[config.mk]
export PLATFORM = sky130hd
export DESIGN_NAME = stride_pf
export DESIGN_NICKNAME = d
export VERILOG_FILES = /design/src/rtl/stride_pf.sv
export SDC_FILE = /design/constraint.sdc
export NUM_CORES = 2
export LEC_CHECK = 0
export BUFFER_PORTS_ARGS = -buffer_cell sky130_fd_sc_hd__clkbuf_2
export CORE_AREA = 4 4 527 372
export DETAILED_ROUTE_END_ITERATION = 10
export DIE_AREA = 0 0 531 376
export PLACE_DENSITY = 0.5
export SKIP_CTS_REPAIR_TIMING = 1
export SYNTH_ARGS = -nofsm -noshare
export SYNTH_HDL_FRONTEND = slang
export SYNTH_SLANG_ARGS = --single-unit
[constraint.sdc]
create_clock -name clk -period 29.6 [get_ports clk]
set_input_delay 8.88 -clock clk [delete_from_list [all_inputs] [get_ports clk]]
set_output_delay 8.88 -clock clk [all_outputs]
set_load 0.05 [all_outputs]
[src/rtl/stride_pf.sv]
module stride_pf #(
  parameter int ENTRIES  = 8,
  parameter int PC_W     = 32,
  parameter int ADDR_W   = 32,
  parameter int MAX_DEG  = 8,
  parameter int CONF_THR = 1
) (
  input  logic              clk,
  input  logic              rst_n,
  input  logic              miss_valid,
  input  logic [PC_W-1:0]   miss_pc,
  input  logic [ADDR_W-1:0] miss_addr,
  input  logic              miss_queued,
  input  logic              pf_ready,
  output logic              pf_valid,
  output logic [ADDR_W-1:0] pf_addr
);
  localparam int IDX_W = (ENTRIES > 1) ? $clog2(ENTRIES) : 1;
  localparam int DEG_W = $clog2(MAX_DEG + 1);
  localparam logic [DEG_W-1:0] DEG_MAX = DEG_W'(MAX_DEG);
  localparam logic [1:0] THR = 2'(CONF_THR);

  logic              t_vld [ENTRIES];
  logic              t_has [ENTRIES];
  logic [PC_W-1:0]   t_pc  [ENTRIES];
  logic [ADDR_W-1:0] t_last[ENTRIES];
  logic [ADDR_W-1:0] t_str [ENTRIES];
  logic [1:0]        t_conf[ENTRIES];
  logic [DEG_W-1:0]  t_deg [ENTRIES];
  logic [IDX_W-1:0]  alloc_ptr;

  logic              hit;
  logic [IDX_W-1:0]  hidx;
  logic [ADDR_W-1:0] diff;
  logic              same;
  logic [1:0]        conf_n;
  logic [DEG_W-1:0]  deg_n;
  logic              start;

  logic              seq_act;
  logic [ADDR_W-1:0] seq_addr;
  logic [ADDR_W-1:0] seq_stride;
  logic [DEG_W-1:0]  seq_k;
  logic [DEG_W-1:0]  seq_d;

  always_comb begin
    hit  = 1'b0;
    hidx = '0;
    for (int i = 0; i < ENTRIES; i++)
      if (t_vld[i] && t_pc[i] == miss_pc) begin
        hit  = 1'b1;
        hidx = IDX_W'(i);
      end
  end

  assign diff   = miss_addr - t_last[hidx];
  assign same   = t_has[hidx] && (diff == t_str[hidx]);
  assign conf_n = !same ? 2'd0 : (t_conf[hidx] == 2'd3) ? 2'd3 : t_conf[hidx] + 2'd1;
  assign deg_n  = (miss_queued && t_deg[hidx] != DEG_MAX) ? t_deg[hidx] + 1'b1 : t_deg[hidx];
  assign start  = miss_valid && hit && same && (conf_n > THR);

  always_ff @(posedge clk) begin
    if (!rst_n) begin
      alloc_ptr <= '0;
      for (int i = 0; i < ENTRIES; i++) begin
        t_vld[i]  <= 1'b0;
        t_has[i]  <= 1'b0;
        t_pc[i]   <= '0;
        t_last[i] <= '0;
        t_str[i]  <= '0;
        t_conf[i] <= '0;
        t_deg[i]  <= DEG_W'(1);
      end
    end else if (miss_valid) begin
      if (hit) begin
        t_last[hidx] <= miss_addr;
        t_has[hidx]  <= 1'b1;
        t_conf[hidx] <= conf_n;
        t_deg[hidx]  <= deg_n;
        if (!same) t_str[hidx] <= diff;
      end else begin
        t_vld[alloc_ptr]  <= 1'b1;
        t_has[alloc_ptr]  <= 1'b0;
        t_pc[alloc_ptr]   <= miss_pc;
        t_last[alloc_ptr] <= miss_addr;
        t_str[alloc_ptr]  <= '0;
        t_conf[alloc_ptr] <= '0;
        t_deg[alloc_ptr]  <= DEG_W'(1);
        alloc_ptr <= (alloc_ptr == IDX_W'(ENTRIES - 1)) ? '0 : alloc_ptr + 1'b1;
      end
    end
  end

  always_ff @(posedge clk) begin
    if (!rst_n) begin
      seq_act    <= 1'b0;
      seq_addr   <= '0;
      seq_stride <= '0;
      seq_k      <= '0;
      seq_d      <= '0;
    end else if (miss_valid) begin
      seq_act    <= start;
      seq_addr   <= miss_addr + diff;
      seq_stride <= diff;
      seq_k      <= DEG_W'(1);
      seq_d      <= deg_n;
    end else if (seq_act && pf_ready) begin
      if (seq_k >= seq_d) seq_act <= 1'b0;
      else begin
        seq_addr <= seq_addr + seq_stride;
        seq_k    <= seq_k + 1'b1;
      end
    end
  end

  assign pf_valid = seq_act;
  assign pf_addr  = seq_addr;
endmodule


==> impl_metrics.ini <==
[run_status]
run_status = complete, no violations

[critical_path]
worst_setup_path_end_kind = register
r2r_setup_slack_ns = 18.68
path_buf_inv = 5
r2r_cells = 31
r2r_start = t_pc[2][8]
cp-start-kind = input pin
crit_path_max_fanout = 61
cpPeakStageDelay_ns = 0.92
crit_start = miss_pc[8]
path_delay_family = simple AND/OR/NAND/NOR gates
path_class = input pin to register
rr_endpoint = t_str[5][5]
cpMaxStageDelayCell = or4_1
path_depth = 32
cp.arrival_ns = 19.57
crit_required_ns = 29.98
crit_end = t_str[5][5]

[synth]
synth_warnings = 0
ys.flop_type = edfxtp_1
ys_seq_area_share_pct = 55.4
yosysTopAreaCell = edfxtp_1
yosysTopAreaCellShare_pct = 51.5
synth.area.top_cells = edfxtp_1, and3_1, nand2_1
syn_area_per_cell_um2 = 10.7
yosysUniqueCellTypes = 88
synthMostInstantiatedCell = edfxtp_1
syn_inst = 4424
async_reset_ff_share_pct = 0
synth_edf_count = 816
syn-num-nets = 4599
syn_area_um2 = 47500
synth_commonest_cells = edfxtp_1, nand2_1, nor2_1
ys_ff_latch = 908

[timing]
setup_viol = 0
tns_ns = 0
period_needed_ns = 19.19
report.final.hold_viol_count = 0
drv_slew = 0
max_slew_margin_pct = 20.8
fmax_mhz = 52.1
worst_slew_pin_slew_ns = 1.16
finClkSkew_ns = 0.0405
fin_crit_sh_pct = 64.8
fin_hold_ws_ns = 0.467
rsz0062_at_grt = no

[hold_path]
holdPathStages = 1
hp-class = register to register

[clocking]
cts_made_buffers = 107
clockBufferDepth = 3
cts_tree = built
root_buffer = clkbuf_16
insertion_delay_ns = 0.74
h-tree-depth = 3
path_clk_slew_ns = 0.06
cts.sink_count = 908

[power_and_ir_drop]
clkPwrFrac_pct = 39.5
seqPwrFrac_pct = 44.4
p_sw_share_pct = 28.6
power.leakage_nw = 20.6
pwr-share-comb_pct = 16.0
irDropWorstVdd_uv = 42.8
p_per_area_nw_per_um2 = 61.6
internal_power_mw = 2.40
switchingPower_mw = 0.959

[layout]
multi_input_area_um2 = 19900
layoutNonFillerInstCount = 7056
drive_gt1_share_pct = 9.96
ff_latch_area_um2 = 26300
num-fill-cells = 19641
syn2layout_area_growth_pct = 14.5
final_nets = 4620

[floorplanning]
rows = 134
die_x_um = 531
dieArea_um2 = 200000
die-height_um = 376
core-area_um2 = 190000
initial_core_util_pct = 25.0
io_pins = 102

[drt]
drcViolationCount = 0
post_drt_via_cell_ratio = 4.90
antenna_left = 0
drt-initial-drc-count = 3533
vias = 34605
drt_wl_total_um = 162000
firstDrtPassIters = 5
avgRoutedWirePerCell_um = 23.0

[job]
maxCapViolations = 0

[place]
place_congestion = 0.865
io_buffers = 101
dp.cells = 6852
dp_hpwl_um = 102000

[global_route]
grt.total_usage_pct = 15.9
grt_max_degree = 77
overflow = 0
antenna_found_initial = 7
grt_pass1_vias = 33042
grt_pass1_wl_um = 237000
-- worst min-delay path by stage --
stage / start / endpoint / slack [ns]
after global routing: t_vld[0] / t_vld[0] / 0.50
after global placement: t_vld[0] / t_vld[0] / 0.44
after CTS: seq_stride[23] / seq_stride[23] / 0.47
after floorplan: t_vld[0] / t_vld[0] / 0.43
final: t_vld[0] / t_vld[0] / 0.47
after detailed placement: t_vld[0] / t_vld[0] / 0.46
-- per-layer routing --
metal	part of all wire (%)	GRT usage, %	vias up
met4	1.9	3.27	2
met2	42	23.3	1223
met5	0.0049	0	-
met1	49	24.3	17223
met3	6.8	2.54	181
li1	-	-	15976
-- cell families after synthesis --
family | share of synthesized area (%)
simple gates | 21.5
flops | 55.4
compound gates | 7.30
xor+xnor | 6.80
buf+inv | 3.33
mux | 2.78
fa+ha+maj | 2.84
-- layout make-up --
class,count,share of cell area [%]
Antenna cell,2,0.00919
Clock buffer,154,5.39
Clock inverter,48,0.981
Inverter,64,0.441
Multi-Input combinational cell,3156,36.6
Sequential cell,908,48.4
Tap cell,2516,5.78
Timing Repair Buffer,208,2.44
-- registers in the layout, indices dropped and copies added (netlist names) --
signal,flops
seq_k,4
t_deg,32
t_vld,8
t_str,256
t_conf,16
alloc_ptr,3
t_last,256
pf_addr,32
seq_d,4
t_pc,256
pf_valid,1
seq_stride,32
t_has,8
-- power groups by stage --
| stage | logic (mW) | registers (mW) | clock network, mW |
|---|---|---|---|
| floorplan | 0.314 | 1.53 | 0 |
| global placement | 0.532 | 1.52 | 0 |
| detailed placement | 0.532 | 1.52 | 0 |
| global route | 0.581 | 1.50 | 1.40 |
| finish | 0.538 | 1.49 | 1.33 |
| CTS | 0.535 | 1.49 | 1.35 |
-- worst reg2reg max path: cells and delay by family (launching register included) --
kind	cells	cell delay (ns)
flip-flops	1	0.38
buffers and inverters	4	1.51
XOR/XNOR	3	0.61
AND/OR/NAND/NOR	11	4.40
adder cells (fa/ha/maj)	1	0.31
AO/OA/AOI/OAI	12	3.37
-- cell usage in the layout, fill, tap and decap left out, types with 43 or more instances in the layout --
cell and instances:
mux2i_1 104, nand3_1 168, nor2_1 433, o21ai_0 76, and2_1 242, clkbuf_2 99
and3_1 311, nor3_1 56, nor4_1 68, nand2_1 496, clkbuf_16 108, inv_1 61
a31oi_1 43, buf_4 108, xor2_1 152, a21oi_1 129, dfxtp_1 91, xnor2_1 215
edfxtp_1 816, nand4_1 66, nand2b_1 55, ha_1 103
-- per-stage QoR --
step | worst slack [ns] | util, % | instance area, µm² | power (mW)
finish | 10.41 | 28.6 | 54400 | 3.36
global route | 9.86 | 28.6 | 54400 | 3.48
CTS | 10.57 | 28.6 | 54400 | 3.38
detailed placement | 9.83 | 26.8 | 51000 | 2.05
global placement | 9.97 | 26.8 | 51000 | 2.05
floorplan | 11.36 | - | 47500 | 1.85
Power figures use the tool's default switching activity.
